`src/rtl/tmr_chan.sv`:
```
module tmr_chan #(
  parameter int CW = 16
) (
  input  logic          clk,
  input  logic          rst_n,
  input  logic          wr_en,
  input  logic          wr_sel,
  input  logic [CW-1:0] wr_data,
  input  logic          flag_clr,
  input  logic          timer_halt,
  input  logic [CW-1:0] cnt,
  input  logic          cnt_ovf,
  input  logic          pin_in,
  output logic          pin_out,
  output logic          pin_oe,
  output logic          flag,
  output logic [3:0]    rd_ctrl,
  output logic [CW-1:0] rd_value
);

  logic          mb, ma;
  logic [1:0]    el;
  logic [CW-1:0] vreg [2];
  logic          act, pend;
  logic [2:0]    sy;
  logic          out_q, flag_q;

  wire parked   = (el == 2'b00);
  wire cap_mode = !parked && !mb && !ma;
  wire cmp_mode = !parked && (mb || ma);
  wire rise     = sy[1] & ~sy[2];
  wire fall     = ~sy[1] & sy[2];
  wire cap_evt  = cap_mode && ((el[0] && rise) || (el[1] && fall));
  wire wr_ctl   = wr_en && !wr_sel;
  wire wr_val   = wr_en && wr_sel;
  wire wsel     = mb ? ~act : 1'b0;
  wire [CW-1:0] act_val = mb ? vreg[act] : vreg[0];
  wire match    = cmp_mode && (cnt == act_val);

  always_ff @(posedge clk or negedge rst_n) begin
    if (!rst_n) begin
      mb <= 1'b0;
      ma <= 1'b0;
      el <= 2'b00;
    end else if (wr_ctl) begin
      el <= wr_data[1:0];
      if (timer_halt) begin
        mb <= wr_data[3];
        ma <= wr_data[2];
      end
    end
  end

  always_ff @(posedge clk or negedge rst_n) begin
    if (!rst_n) sy <= '0;
    else        sy <= {sy[1:0], pin_in};
  end

  always_ff @(posedge clk or negedge rst_n) begin
    if (!rst_n) begin
      vreg[0] <= '0;
      vreg[1] <= '0;
    end else begin
      if (wr_val)  vreg[wsel] <= wr_data;
      if (cap_evt) vreg[0]    <= cnt;
    end
  end

  always_ff @(posedge clk or negedge rst_n) begin
    if (!rst_n) begin
      act  <= 1'b0;
      pend <= 1'b0;
    end else if (wr_ctl && timer_halt) begin
      act  <= 1'b0;
      pend <= 1'b0;
    end else begin
      if (mb && cnt_ovf && pend) begin
        act  <= ~act;
        pend <= 1'b0;
      end
      if (mb && wr_val) pend <= 1'b1;
    end
  end

  always_ff @(posedge clk or negedge rst_n) begin
    if (!rst_n) out_q <= 1'b1;
    else if (parked) out_q <= ~ma;
    else if (match) begin
      case (el)
        2'b01:   out_q <= ~out_q;
        2'b10:   out_q <= 1'b0;
        default: out_q <= 1'b1;
      endcase
    end
  end

  always_ff @(posedge clk or negedge rst_n) begin
    if (!rst_n)                    flag_q <= 1'b0;
    else if (cap_evt || match)     flag_q <= 1'b1;
    else if (flag_clr || wr_val)   flag_q <= 1'b0;
  end

  assign pin_out  = out_q;
  assign pin_oe   = cmp_mode;
  assign flag     = flag_q;
  assign rd_ctrl  = {mb, ma, el};
  assign rd_value = act_val;

  p_park_level_r2: assert property (@(posedge clk) disable iff (!rst_n)
    parked |=> (pin_out == !$past(ma)));

  p_capture_r3: assert property (@(posedge clk) disable iff (!rst_n)
    cap_evt |=> (flag && vreg[0] == $past(cnt)));

  p_set_action_r4: assert property (@(posedge clk) disable iff (!rst_n)
    (match && el == 2'b11) |=> pin_out);

  p_swap_r5: assert property (@(posedge clk) disable iff (!rst_n)
    (mb && cnt_ovf && pend && !wr_ctl) |=> (act != $past(act)));

  p_mode_guard_r6: assert property (@(posedge clk) disable iff (!rst_n)
    !(wr_ctl && timer_halt) |=> $stable({mb, ma}));

  p_flag_clear_r7: assert property (@(posedge clk) disable iff (!rst_n)
    (flag_clr && !cap_evt && !match) |=> !flag);

endmodule

```
`config.mk`:
```
export PLATFORM = sky130hd
export DESIGN_NAME = tmr_chan
export DESIGN_NICKNAME = d
export VERILOG_FILES = /design/src/rtl/tmr_chan.sv
export SDC_FILE = /design/constraint.sdc
export NUM_CORES = 1
export LEC_CHECK = 0
export BUFFER_PORTS_ARGS = -buffer_cell sky130_fd_sc_hd__buf_2
export CAP_MARGIN = 20
export CORE_ASPECT_RATIO = 0.5
export CORE_MARGIN = 1
export CORE_UTILIZATION = 30
export CTS_CLUSTER_SIZE = 14
export DETAILED_ROUTE_END_ITERATION = 10
export HOLD_SLACK_MARGIN = 0.03
export PLACE_DENSITY = 0.47
export SYNTH_ARGS = -nofsm -noshare
export SYNTH_HDL_FRONTEND = slang
export SYNTH_SLANG_ARGS = --single-unit
```
`constraint.sdc`:
```
create_clock -name clk -period 3.7 [get_ports clk]
set_clock_uncertainty 0.05 [all_clocks]
set_input_delay 0 -clock clk [delete_from_list [all_inputs] [get_ports clk]]
set_output_delay 0 -clock clk [all_outputs]
set_load 0.02 [all_outputs]
```
# After elaboration in Yosys (flattened, before gate mapping)
# Index checks and enable logic that the tools add are counted.
word_totals:
  register_bits: 43
  inputBits: 40
  word_cells: 74
op_classes:
  order_cmp: 3
  n_eq_ne: 3
  muxes: 20
  bitwise_logic: 9
  reduce_logical: 29
op_table:
  columns: ["op", "n"]
  rows:
  - ["two-way mux 16 bit", 6]
  - ["bitwise mux 32 bit", 1]
  - ["two-way mux 32 bit", 1]
  - ["demux 16 bit (select 1 bit)", 1]
  - ["== test 16 bit", 1]
  - ["logical AND 1 bit", 14]
  - ["two-way mux 1 bit", 10]
  - ["nonzero test 2 bit", 4]
  - ["inverter 1 bit", 5]
  - ["greater-or-equal comparator 2 bit (second input constant)", 2]
  - ["logical NOT 1 bit", 4]
  - ["logical OR 1 bit", 4]
  - ["inverter 1 -> 2 bit", 2]
  - ["nonzero test 3 bit", 1]
  - ["AND 1 bit", 2]
  - ["== test 2 x 1 -> 1 bit (second input constant)", 1]
  - ["== test 2 bit (second input constant)", 1]
  - ["logical NOT 2 bit", 1]
  - ["less-than comparator 2 x 1 -> 1 bit (second input constant)", 1]
  - ["one-hot mux 1 bit (2 select lines)", 1]
  - ["AND reduction 2 bit", 1]

# Depth between registers and ports, before layout
# Gate-level depths: netlist (run 1).
logic_depth:
  depth_word: 10
  mapped_depth: 10
  depth_no_buf: 7

# Worst setup path after synthesis (run 1)
# OpenSTA, ideal clock, no wires.
synth_path:
  path_kind: "flip-flop to flip-flop"
  from: "reg mb"
  to: "reg out_q (netlist: pin_out)"
  setup_time_ns: 0.064
  t_arrival_ns: 1.972
  t_required_ns: 3.586
  path_slack_ns: 1.614
  stages_incl_launch_ff: 10
  path_buffers: 2
  synth_period_minus_slack_ns: 2.086
  path_cell_list: "dfrtp_1 > buf_6 > and2_4 > buf_6 > mux2_2 > a22oi_2 > nor4b_2 > nand4b_1 > or3b_1 > nand3_1"
synth_between:
  elab_chain_cells: 4
  word_cells_on_any_way: 6
  cone_classes: "eq/ne: 1; mux: 1; reduce/logical: 4"
synth_lines:
  columns: ["item", "line_no", "source"]
  rows:
  - ["start, declared", "21", "logic mb, ma;"]
  - ["start signal, assigned", "48", "mb <= wr_data[3];"]
  - ["two-way mux 16 bit", "37", "wire [CW-1:0] act_val = mb ? vreg[act] : vreg[0];"]
  - ["via rd_value[4]", "18", "output logic [CW-1:0] rd_value"]
  - ["== test 16 bit", "38", "wire match = cmp_mode && (cnt == act_val);"]
  - ["logical AND 1 bit", "38", null]
  - ["nonzero test 2 bit (no line)", null, null]
  - ["end signal, assigned", "87", "else if (parked) out_q <= ~ma;"]
  - ["end signal, assigned", "90", "2'b01: out_q <= ~out_q;"]
  - ["end, declared", "26", "logic out_q, flag_q;"]
# The timed path passes the listed nets, and every way through them passes these cells.
# A chain may end at the register's enable or synchronous reset.

# Worst setup path in the final report (run 1)
layout_path:
  from: "reg mb"
  to: "reg out_q (netlist: pin_out)"
layout_between:
  elab_chain_cells: 4
  word_cells_on_any_way: 6
  cone_classes: "eq/ne: 1; mux: 1; reduce/logical: 4"
layout_lines:
  columns: ["item", "line_no"]
  rows:
  - ["two-way mux 16 bit or logical OR 1 bit (tied branches)", "37, 30"]
  - ["== test 16 bit or logical AND 1 bit (tied branches)", "38, 30"]
  - ["logical AND 1 bit *", "38"]
  - ["nonzero test 2 bit (no line) *", null]
# Every way passes the cells marked *; elsewhere a longest branch is shown, timed or not.

==> results of run 1 <==
-- sequential cells by signal, summed over array words and instances, names as in the netlist --
register,count
sy,3
pin_out,1
vreg,32
act,1
el,2
mb,1
ma,1
pend,1
flag,1
-- cell families (layout without fill, tap and decap cells) --
kind of cell | count (synthesis) | count (layout) | synth area share [%]
compound gates | 52 | 52 | 15.1
xor+xnor | 14 | 14 | 5.00
buf+inv | 25 | 130 | 5.10
flops | 43 | 43 | 44.0
mux | 40 | 40 | 17.5
simple gates | 72 | 72 | 13.4
-- cell type report --
class / instances / area, um2
Multi-Input combinational cell: 178 / 1260
Inverter: 13 / 48.8
Fill cell: 756 / 4170
Sequential cell: 43 / 1080
Clock buffer: 8 / 156
Tap cell: 108 / 135
Timing Repair Buffer: 109 / 786
-- metrics by stage --
step	power, W	instance area, um2	utilization, %
after floorplan	0.00150	2450	-
final	0.00233	3460	45.4
after global routing	0.00249	3460	45.4
after detailed placement	0.00179	2840	37.3
after CTS	0.00234	3440	45.1
after global placement	0.00177	2840	37.3
-- power by group through the flow --
| stage | clock (W) | sequential, W | combinational, W |
|---|---|---|---|
| finish | 0.000464 | 0.000856 | 0.00101 |
| global route | 0.000496 | 0.000884 | 0.00111 |
| CTS | 0.000475 | 0.000852 | 0.00101 |
| detailed placement | 0 | 0.000859 | 0.000933 |
| global placement | 0 | 0.000850 | 0.000918 |
| floorplan | 0 | 0.000815 | 0.000685 |
-- placed cells by master (no fill, tap or decap), drive strengths merged, types with 2 or more instances in the layout --
cell type,n
a2111oi,2
a211oi,2
a21oi,5
a221oi,3
a31oi,4
buf,65
clkbuf,8
dfrtp,42
dlygate4sd3,44
inv,13
mux2,23
mux2i,17
nand2,47
nand2b,3
nand3,3
nor2,6
nor2b,4
nor3,4
o2111ai,2
o211ai,2
o21ai,24
xnor2,2
xor2,12
-- repair_timing --
item	4_1_cts	5_1_grt
hold endpoints to repair	82	0
hold buffers	44	0
resized for setup	0	0
-- worst register-to-register path, cell delays in order, from the launching register on --
cell and delay, ns:
dfrtp_1 0.52, and2_4 0.40, mux2_2 0.40, a22oi_2 0.13, nor4b_2 0.22, nand4b_1 0.23
or3b_1 0.40, nand3_1 0.08
-- per-layer routing --
layer  GRT usage, %  share of wire [%]  vias up
met5              0                  0        -
met4           4.51                1.0        0
met3           3.80                3.0        6
met2           29.5                 46       35
met1           22.5                 50     1028
li1               -                  -     1069
-- path summary, 6_finish.rpt --
path,start,to,slack (ns),cells past startpoint
min reg2reg,sy[0],sy[1],0.30,0
min,wr_sel,act,0.08,3
min in group asynchronous,rst_n,vreg[22],0.13,2
max,mb,pin_out,1.20,7
max in group asynchronous,rst_n,pin_out,2.91,3
max reg2reg,mb,pin_out,1.20,7
==> results.yml, run 1 <==
final_layout:
  drive_above_1_share_pct: 30.5
  nets: 390
  synthToLayoutAreaGrowth_pct: 41.1
  diodes: 0
  stdcell_count: 459
cts:
  clk_pin_slew_ns: 0.06
  htreeDepth: 2
  cts_tree: "done"
  clock_path_buffers: 2
  postCtsSetupRepairBufs: 0
  cts_root_buf: "clkbuf_16"
  cts-buffers-inserted: 5
  cts_sinks: 43
  worstSkewPairLatency_ns: 0.28
die:
  ios: 63
  dieArea_um2: 8560
  die_x_um: 130
  core_um2: 7620
  num_rows: 22
  initial_utilization_pct: 32.1
  die_h_um: 65.9
critical_path:
  path_buf_inv: 0
  critPathRequiredTime_ns: 3.87
  critPathMaxStageDelay_ns: 0.52
  cpLargestDelayFamily: "simple AND/OR/NAND/NOR gates"
  cp_cell_sequence: "and2_4 > mux2_2 > a22oi_2 > nor4b_2 > nand4b_1 > or3b_1 > nand3_1"
  end_kind: "flip-flop"
  critPathArrivalTime_ns: 2.67
  critical_path_class: "flip-flop to flip-flop"
  startpoint_type: "flip-flop"
  cpMaxStageDelayCell: "dfrtp_1"
  cp_max_fo: 23
yosys:
  netlist.area_leader.share_pct: 42.9
  synth_common_cells: "nand2_1, dfrtp_1, mux2_2, o21ai_0, mux2i_1"
  ys.warnings.count: 0
  synth_most_common_cell: "nand2_1"
  synth_edf_count: 0
  syn_nets: 286
  ys_seq_elements: 43
  synthArstFlopShare_pct: 100
  netlist_area_um2: 2450
  avgSynthCellArea_um2: 9.96
  synth_area_leaders: "dfrtp_1, mux2_2, nand2_1"
  synthFlopType: "dfrtp_1"
  synth_cell_types: 42
  synth_top_area_cell: "dfrtp_1"
  ys_seq_area_share_pct: 44.0
  netlist_instances: 246
power:
  pwr-share-clk_pct: 19.9
  max-vdd-ir-drop_mv: 0.239
  p_leak_nw: 1.53
  seqPwrFrac_pct: 36.8
  power_frac_comb_pct: 43.3
  switchingPower_w: 0.000908
  power_density_nw_per_um2: 673
  p_int_w: 0.00142
  switching_share_pct: 39.0
timing:
  relSlewSlack_pct: 33.1
  hold_viol: 0
  setup_violations: 0
  fin_worst_hold_slack_ns: 0.0771
  fin_crit_sh_pct: 67.5
  fmax_mhz: 401
  tightestPinTransition_ns: 1.00
  fin_setup_tns_ns: 0
  fin_ws_ns: 1.20
  slew_viol_final: 0
  period_minus_slack_ns: 2.50
  rsz0062_at_grt: "false"
routing:
  drt_pass1_iterations: 4
  drc: 0
  via_count: 2138
  ant_nets: 0
  wl_per_cell_um: 15.0
  drt_iter0_drc: 106
  wl_um: 6880
  viasPerCell: 4.66
global_route:
  antenna_found_initial: 0
  grt-ovfl-total: 0
  grt_pass1_wl_um: 11100
  grt_max_degree: 44
  grt_pass1_vias: 2218
  grt_use_total_pct: 17.4
job:
  maxCapViolCount: 0
placed_design:
  place_ws_ns: 1.20
  numPortBuffers: 62
  gpl.final_weighted_congestion: 0.780
  placed_cells: 406
  dp_hpwl_um: 4630
min_path:
  hold_path_class: "primary input to flip-flop"
status:
  outcome: "finished clean"
No activity file was read; power rests on OpenSTA's default activity.
==> inputs of run 2 (changes only) <==
- clock period: 3.7 -> 2.4 ns (I/O delays scaled with it)
==> run 2 against run 1 <==
Effect of this change:
- total power up 53%
- clock power rose by 41%
- flip-flop and latch count unchanged
- global-route usage is 0.20 points lower
- via count up 2.4%
- critical path type unchanged
- final cell count increased by 1.7%
- non-clock buffer count increased by 8
- sequential share of layout area down 0.33 points
- final area up 1.1%
- fmax is 11% higher
- die area unchanged
- first-iteration DRC count down 31%
- critical endpoint unchanged
==> results.yml, run 2 (same netlist as run 1, synthesis figures left out) <==
final_layout:
  fill_cells: 763
  final_cell_mix: "buf_2, nand2_1, dlygate4sd3_1, dfrtp_1"
  final_common_cell: "buf_2"
  top_regs: "vreg: 32 flops, sy: 3 flops, el: 2 flops"
  drive_above_1_share_pct: 31.5
  diodes: 0
  largest_register: "vreg"
  synthToLayoutAreaGrowth_pct: 42.7
  largest_reg_flops: 32
  nets: 398
  final_util_pct: 45.9
job:
  maxCapViolCount: 0
global_route:
  grt_use_total_pct: 17.2
  grt_pass1_vias: 2242
  antenna_found_initial: 0
  grt_max_degree: 44
  grt_pass1_wl_um: 11000
  grt-ovfl-total: 0
cts:
  cts_sinks: 43
  cts_root_buf: "clkbuf_16"
  cts-buffers-inserted: 5
  cts_tree: "done"
  htreeDepth: 2
  clock_path_buffers: 2
  clk_pin_slew_ns: 0.06
  worstSkewPairLatency_ns: 0.29
critical_path:
  end_kind: "flip-flop"
  critPathArrivalTime_ns: 2.41
  startpoint_type: "flip-flop"
  critPathRequiredTime_ns: 2.57
  reg2reg_depth: 7
  critical_path_class: "flip-flop to flip-flop"
  cp_max_fo: 8
routing:
  wl_per_cell_um: 14.4
  drt_pass1_iterations: 4
  via_count: 2189
  ant_nets: 0
  wl_um: 6720
  drt_iter0_drc: 73
  viasPerCell: 4.69
  drc: 0
timing:
  period_minus_slack_ns: 2.24
  tightestPinTransition_ns: 0.984
  rsz0062_at_grt: "false"
  fmax_mhz: 446
  fin_setup_tns_ns: 0
  fin_crit_sh_pct: 93.4
  relSlewSlack_pct: 34.4
  slew_viol_final: 0
  setup_violations: 0
  hold_viol: 0
die:
  die_h_um: 65.9
  die_x_um: 130
  num_rows: 22
  dieArea_um2: 8560
  ios: 63
  core_um2: 7620
  initial_utilization_pct: 32.1
placed_design:
  numPortBuffers: 62
  gpl.final_weighted_congestion: 0.761
  dp_hpwl_um: 4630
status:
  outcome: "finished clean"
power:
  power_density_nw_per_um2: 1020
  p_leak_nw: 1.56
  max-vdd-ir-drop_mv: 0.336
min_path:
  whs_path_depth: 4
  hold_path_class: "primary input to flip-flop"
run 2: cell types whose count changed in the layout (fill, tap and decap cells not counted):
cell,change
clkbuf_1,+1
dlygate4sd3_1,+2
mux2i_2,+1
clkinv_2,+1
buf_4,+7
clkbuf_8,-2
buf_12,-1
mux2i_1,-1
run 2: worst paths after layout:
path / to / slack [ns] / start
worst max-delay path: pin_out / 0.16 / act
worst min-delay path: flag / 0.11 / wr_en
worst max register to register: pin_out / 0.16 / act
worst min register to register: sy[1] / 0.30 / sy[0]
max in group asynchronous: vreg[17] / 1.32 / rst_n
min in group asynchronous: vreg[22] / 0.37 / rst_n
run 2: report_power, final:
group / total, W / switching [W] / internal (W) / leakage, nW
Combinational: 0.00161 / 0.000856 / 0.000756 / 0.981
Clock: 0.000653 / 0.000268 / 0.000385 / 0.0679
Sequential: 0.00131 / 0.000276 / 0.00103 / 0.513
Total: 0.00357 / 0.00140 / 0.00217 / 1.56
run 2: layout make-up:
class | count | area, um2 | share of cell area (%)
clock buffers | 7 | 133 | 3.79
clock inverters | 1 | 5.00 | 0.143
inverters | 13 | 48.8 | 1.40
multi-input cells | 178 | 1260 | 36.0
flip-flops and latches | 43 | 1080 | 30.8
well taps | 108 | 135 | 3.86
repair buffers | 117 | 838 | 24.0
run 2: worst max-delay path, stage by stage (launching register included):
cell	delay (ns)
dfrtp_1	0.43
nand2_2	0.19
o221ai_1	0.14
or3_1	0.39
a211oi_2	0.25
nand4b_1	0.23
or3b_1	0.40
nand3_1	0.09
run 2: per-layer routing:
metal | track usage, % | wire (um)
met5 | 0 | 0
met4 | 4.80 | 51
met3 | 4.05 | 251
met2 | 29.0 | 3180
met1 | 22.1 | 3230
run 2: repair_timing:
item / 4_1_cts / 5_1_grt
buffers inserted: 0 / 3
endpoints found under the setup margin: 0 / 1
hold buffers: 46 / 0
gates resized for setup: 0 / 1
endpoints found under the hold margin: 82 / 0
run 2: stage by stage:
stage / cell area [um2] / hold slack, ns / power (W) / instances / setup WS (ns)
after global placement: 2870 / 0.0594 / 0.00274 / 410 / 0.223
after floorplan: 2450 / -0.346 / 0.00231 / 246 / 0.314
after detailed placement: 2870 / 0.0609 / 0.00278 / 410 / 0.0847
final: 3500 / 0.111 / 0.00357 / 467 / 0.159
after CTS: 3470 / 0.113 / 0.00358 / 464 / 0.0758
after global routing: 3500 / 0.181 / 0.00383 / 467 / 0.0279
